==> src/rtl/exu_pkg.sv <==
package exu_pkg;
  typedef enum logic [2:0] {
    OP_ADDI = 3'd0,
    OP_ADDS = 3'd1,
    OP_SUBS = 3'd2,
    OP_MOVZ = 3'd3,
    OP_MOVK = 3'd4
  } exu_op_e;

  typedef struct packed {
    logic n;
    logic z;
    logic c;
    logic v;
  } exu_flags_t;
endpackage

==> src/rtl/exu_adder.sv <==
module exu_adder #(
  parameter int W = 64
) (
  input  logic [W-1:0] a,
  input  logic [W-1:0] b,
  input  logic         sub,
  output logic [W-1:0] sum,
  output logic         carry,
  output logic         ovf
);
  logic [W-1:0] b_eff;
  logic [W:0]   wide;

  always_comb begin
    b_eff = sub ? ~b : b;
    wide  = {1'b0, a} + {1'b0, b_eff} + {{W{1'b0}}, sub};
    sum   = wide[W-1:0];
    carry = wide[W];
    ovf   = (a[W-1] == b_eff[W-1]) && (wide[W-1] != a[W-1]);
  end
endmodule

==> src/rtl/exu_movewide.sv <==
module exu_movewide #(
  parameter int W    = 64,
  parameter int IMMW = 16,
  parameter int SHW  = 2
) (
  input  logic [IMMW-1:0] imm,
  input  logic [SHW-1:0]  sh,
  input  logic            keep,
  input  logic [W-1:0]    old,
  output logic [W-1:0]    out
);
  localparam int LANES = W / IMMW;

  for (genvar g = 0; g < LANES; g++) begin : g_lane
    always_comb begin
      if (sh == SHW'(g))
        out[g*IMMW +: IMMW] = imm;
      else if (keep)
        out[g*IMMW +: IMMW] = old[g*IMMW +: IMMW];
      else
        out[g*IMMW +: IMMW] = '0;
    end
  end
endmodule

==> src/rtl/exu_flagreg.sv <==
module exu_flagreg
  import exu_pkg::*;
(
  input  logic       clk,
  input  logic       rst_n,
  input  logic       upd,
  input  exu_flags_t nxt,
  output exu_flags_t cur
);
  always_ff @(posedge clk or negedge rst_n) begin
    if (!rst_n)   cur <= '0;
    else if (upd) cur <= nxt;
  end

  // flags hold when no update is requested
  p_flags_hold_r9: assert property (@(posedge clk) disable iff (!rst_n)
    !upd |=> $stable(cur));

  // the register captures the presented flags on update
  p_flags_load_r6: assert property (@(posedge clk) disable iff (!rst_n)
    upd |=> cur == $past(nxt));
endmodule

==> src/rtl/exu_core.sv <==
module exu_core
  import exu_pkg::*;
#(
  parameter int W    = 64,
  parameter int IMMW = 16,
  parameter int I12W = 12,
  parameter int SHW  = 2
) (
  input  logic            clk,
  input  logic            rst_n,
  input  logic            exec_en,
  input  logic [2:0]      op,
  input  logic [W-1:0]    opnd_a,
  input  logic [W-1:0]    opnd_b,
  input  logic [W-1:0]    opnd_old,
  input  logic [I12W-1:0] imm12,
  input  logic [IMMW-1:0] imm16,
  input  logic [SHW-1:0]  shamt,
  output logic [W-1:0]    result,
  output logic            flag_n,
  output logic            flag_z,
  output logic            flag_c,
  output logic            flag_v,
  output logic            flag_lt
);
  exu_op_e    op_e;
  logic [W-1:0] add_b, add_sum, mw_out;
  logic       add_sub, add_c, add_v;
  logic       is_flag_op, flag_upd;
  exu_flags_t flags_nxt, flags_cur;

  always_comb begin
    op_e       = exu_op_e'(op);
    add_sub    = (op_e == OP_SUBS);
    add_b      = (op_e == OP_ADDI) ? {{(W-I12W){1'b0}}, imm12} : opnd_b;
    is_flag_op = (op_e == OP_ADDS) || (op_e == OP_SUBS);
    flag_upd   = exec_en && is_flag_op;
  end

  exu_adder #(.W(W)) u_add (
    .a(opnd_a), .b(add_b), .sub(add_sub),
    .sum(add_sum), .carry(add_c), .ovf(add_v)
  );

  exu_movewide #(.W(W), .IMMW(IMMW), .SHW(SHW)) u_mw (
    .imm(imm16), .sh(shamt), .keep(op_e == OP_MOVK),
    .old(opnd_old), .out(mw_out)
  );

  always_comb begin
    case (op_e)
      OP_ADDI, OP_ADDS, OP_SUBS: result = add_sum;
      OP_MOVZ, OP_MOVK:          result = mw_out;
      default:                   result = '0;
    endcase
  end

  always_comb begin
    flags_nxt.n = add_sum[W-1];
    flags_nxt.z = (add_sum == '0);
    flags_nxt.c = add_c;
    flags_nxt.v = add_v;
  end

  exu_flagreg u_flags (
    .clk(clk), .rst_n(rst_n), .upd(flag_upd),
    .nxt(flags_nxt), .cur(flags_cur)
  );

  assign flag_n  = flags_cur.n;
  assign flag_z  = flags_cur.z;
  assign flag_c  = flags_cur.c;
  assign flag_v  = flags_cur.v;
  assign flag_lt = flags_cur.n ^ flags_cur.v;

  // zero flag reflects the result seen at the updating edge
  p_zero_flag_r6: assert property (@(posedge clk) disable iff (!rst_n)
    flag_upd |=> flag_z == ($past(result) == '0));

  // negative flag is the sign of the result at the updating edge
  p_neg_flag_r6: assert property (@(posedge clk) disable iff (!rst_n)
    flag_upd |=> flag_n == $past(result[W-1]));

  // unused codes never alter the flags
  p_unused_hold_r12: assert property (@(posedge clk) disable iff (!rst_n)
    (op > 3'd4) |=> $stable({flag_n, flag_z, flag_c, flag_v}));

  // move-zero output has at most one nonzero lane region
  p_movz_mask_r4: assert property (@(posedge clk) disable iff (!rst_n)
    (op_e == OP_MOVZ) |-> ((result & ~({{(W-IMMW){1'b0}}, {IMMW{1'b1}}} << (IMMW*shamt))) == '0));
endmodule

==> config.mk <==
export PLATFORM = sky130hd
export DESIGN_NAME = exu_core
export DESIGN_NICKNAME = d
export VERILOG_FILES = /design/src/rtl/exu_pkg.sv /design/src/rtl/exu_adder.sv /design/src/rtl/exu_movewide.sv /design/src/rtl/exu_flagreg.sv /design/src/rtl/exu_core.sv
export SDC_FILE = /design/constraint.sdc
export NUM_CORES = 1
export LEC_CHECK = 0
export BUFFER_PORTS_ARGS = -buffer_cell sky130_fd_sc_hd__buf_4
export CAP_MARGIN = 5
export CORE_UTILIZATION = 35
export DETAILED_ROUTE_END_ITERATION = 6
export GPL_ROUTABILITY_DRIVEN = 0
export SLEW_MARGIN = 20
export SYNTH_ARGS = -nofsm -noshare
export SYNTH_HDL_FRONTEND = slang
export SYNTH_HIERARCHICAL = 1
export SYNTH_SLANG_ARGS = --single-unit
export TNS_END_PERCENT = 20
==> constraint.sdc <==
create_clock -name clk -period 16.25 [get_ports clk]
set_input_delay 3.25 -clock clk [delete_from_list [all_inputs] [get_ports clk]]
set_output_delay 3.25 -clock clk [all_outputs]
set_load 0.05 [all_outputs]
==> results_dict.tcl <==
set metrics [dict create \
    syn_nets 1437 \
    path_class "input port to primary output" \
    min_period_over_period_pct 69.7 \
    diodes 0 \
    hold_end "u_flags/cur[1]$_DFFE_PN0P_" \
    yosysWarningCount 6 \
    r2r_end "u_flags/cur[0]$_DFFE_PN0P_" \
    timing.hold.ws_ns 0.521 \
    reg2reg_slack_ns 15.45 \
    reg2reg_depth 1 \
    clock_sinks 4 \
    grt_pass1_vias 8317 \
    viasPerCell 5.51 \
    port-buffer-count 296 \
    max_stage_delay_ns 0.60 \
    drc 0 \
    post_cts_resized 0 \
    tns_ns 0 \
    crit_arrival_ns 8.08 \
    place_area_um2 9580 \
    hold_depth 1 \
    worst_path_most_repeated_cell "buf_4" \
    finalWorstSetupSlack_ns 4.92 \
    start_util_pct 36.1 \
    postCtsSetupRepairBufs 0 \
    peakVddDrop_v 0.0000347 \
    root_buffer "clkbuf_16" \
    hold_violations 0 \
    critPathTopFamily "compound AO/OA/AOI/OAI gates" \
    drt_iter0_drc 566 \
    min_from "u_flags/cur[1]$_DFFE_PN0P_" \
    fmaxAchievable_mhz 88.3 \
    synth_top_area_share_pct 11.8 \
    post_drt_wl_per_cell_um 18.1 \
    crit_required_ns 13.00 \
    grt.total_usage_pct 25.8 \
    drive_above_1_share_pct 25.8 \
    yosysSeqAreaShare_pct 1.36 \
    h-tree-depth 1 \
    place_ws_ns 4.96 \
    cts_hold_buf 0 \
    grt_pass1_wl_um 44800 \
    syn_avg_cell_area_um2 6.43 \
    fin_crit_ns 11.33 \
    largest_register_ffs 4 \
    antenna_found_initial 0 \
    synthFlopType "dfrtp_1" \
    grt_setup_unrepaired "false" \
    dieArea_um2 21600 \
    dp_hpwl_um 25200 \
    r2r-start "u_flags/cur[0]$_DFFE_PN0P_" \
    status "finished, final reports clean" \
    crit_path_cell_trace "buf_4, nor3b_2, buf_4, buf_4, xor2_1, inv_1, fa_1, and2b_1, o211ai_2, a21oi_4, o2bb2ai_1, nand3_1, a2111oi_2, o21ai_2, and2_4, a311oi_2, nand2_1, a21oi_1, buf_4" \
    setup.worst_path.start_class "input port" \
    slowest_stage "buf_4" \
    synth_edf_count 0 \
    cts_tree "built" \
    drt_pass1_iterations 5 \
    overflow 0 \
    largest-register "u_flags/cur" \
    clockBufferDepth 2 \
    ys_ff_latch 4 \
    wl_um 29700 \
    clk_latency_ns 0.22 \
    yosys.cell_types.count 72 \
    hp-class "flip-flop to flip-flop" \
    drt-met1-wl_um 13200 \
    ant_nets 0 \
    synthTopCellsByArea "nand2_1, xor2_1, ha_1, a21oi_1, nor2b_1" \
    cap_viol_max_count 0 \
    met3_length_um 2520 \
    path_buf_inv 5 \
    tightestPinTransition_ns 0.719 \
    p_leak_nw 4.57 \
    fin_area_um2 9660 \
    crit_cells 19 \
    top_layer "met4" \
    vias 9068 \
    die_h_um 147 \
    crit_fanout 45 \
    critPathCaptureType "primary output" \
    fin_skew_ns 0 \
    final_max_slew_viol_count 0 \
    num-nets-final 1670 \
    reg_top3 "u_flags/cur (4)" \
    ioPinCount 297 \
    cellPowerDensity_nw_per_um2 65.5 \
    yosysTopAreaCell "nand2_1" \
    relSlewSlack_pct 52.1 \
    die_w_um 147 \
    wl_met2_um 13400 \
    fp.coreArea_um2 20400 \
    synthesis.area_um2 7370 \
    setup_viol 0 \
    grt_max_degree 65 \
    area_delta_synth_final_pct 31.1 \
    fp-row-count 52 \
    cts_buffers 3 \
    final_core_util_pct 47.3 \
    async_reset_ff_share_pct 100 \
    netlist_instances 1145 \
    clk_pin_slew_worst_paths_ns 0.03 \
]
## placed cells by master, fill, tap and decap left out, types with 9 or more instances in the layout
cell type  netlist  final
buf_4            9    302
nand2_1        232    232
a21oi_1        141    141
xor2_1          91     91
ha_1            63     63
o21ai_0         57     57
nor2b_1         54     54
inv_1           38     38
nor2_1          37     37
xnor2_1         34     34
mux2i_1         33     33
nand3_1         33     33
a21o_1          28     27
o211ai_1        25     25
nor4_1          18     18
nand4_1         17     17
o21ai_2         13     13
o21bai_1        13     13
a31oi_1         11     11
nor3_1          10     10
and3_1          10     10
mux2_2           9      9
## metal layers
layer	up-vias	global-route usage, %
met5	-	0
met4	0	5.46
li1	4499	-
met2	412	42.2
met1	4128	35.2
met3	29	4.50
## metrics by stage
step / power, mW / instances
after floorplan: 0.406 / 1145
after global placement: 0.586 / 1643
after detailed placement: 0.585 / 1643
after CTS: 0.625 / 1646
after global routing: 0.675 / 1646
final: 0.633 / 1646
## worst max-delay path by stage
stage,startpoint,end,slack [ns]
after floorplan,op[0],result[58],5.62
after global placement,op[0],result[58],5.08
after detailed placement,op[0],result[58],4.96
after CTS,op[0],result[58],4.95
after global routing,op[0],result[58],4.61
final,op[0],result[58],4.92
## Yosys cell counts (17+ instances only)
cell / count
a21oi_1: 141
xor2_1: 91
clkbuf_1: 27
nor2_1: 37
a21o_1: 28
o21ai_0: 57
nand2_1: 232
o211ai_1: 25
nand3_1: 33
xnor2_1: 34
nor4_1: 18
buf_2: 20
inv_1: 38
ha_1: 63
nor2b_1: 54
mux2i_1: 33
nand4_1: 17
## cell families after synthesis
kind of cell / synth area share (%)
compound gates: 29.5
buf+inv: 7.46
simple gates: 28.8
mux: 7.08
flops: 1.36
xor+xnor: 14.9
fa+ha+maj: 11.0
## final cells by class
type                       count  area [µm²]
inverter                      38         143
clock buffer                   3        75.1
sequential                     4         100
timing repair buffer         302        2270
fill                        2217       10800
tap                          270         338
multi-input combinational   1029        6740
## report_power, final
part,total [mW],switching [mW],internal (mW),leakage (nW)
combinational,0.580,0.374,0.206,4.48
clock,0.0377,0.00636,0.0314,0.0370
sequential,0.0156,0.00260,0.0130,0.0512
No activity file was read; power rests on OpenSTA's default activity.
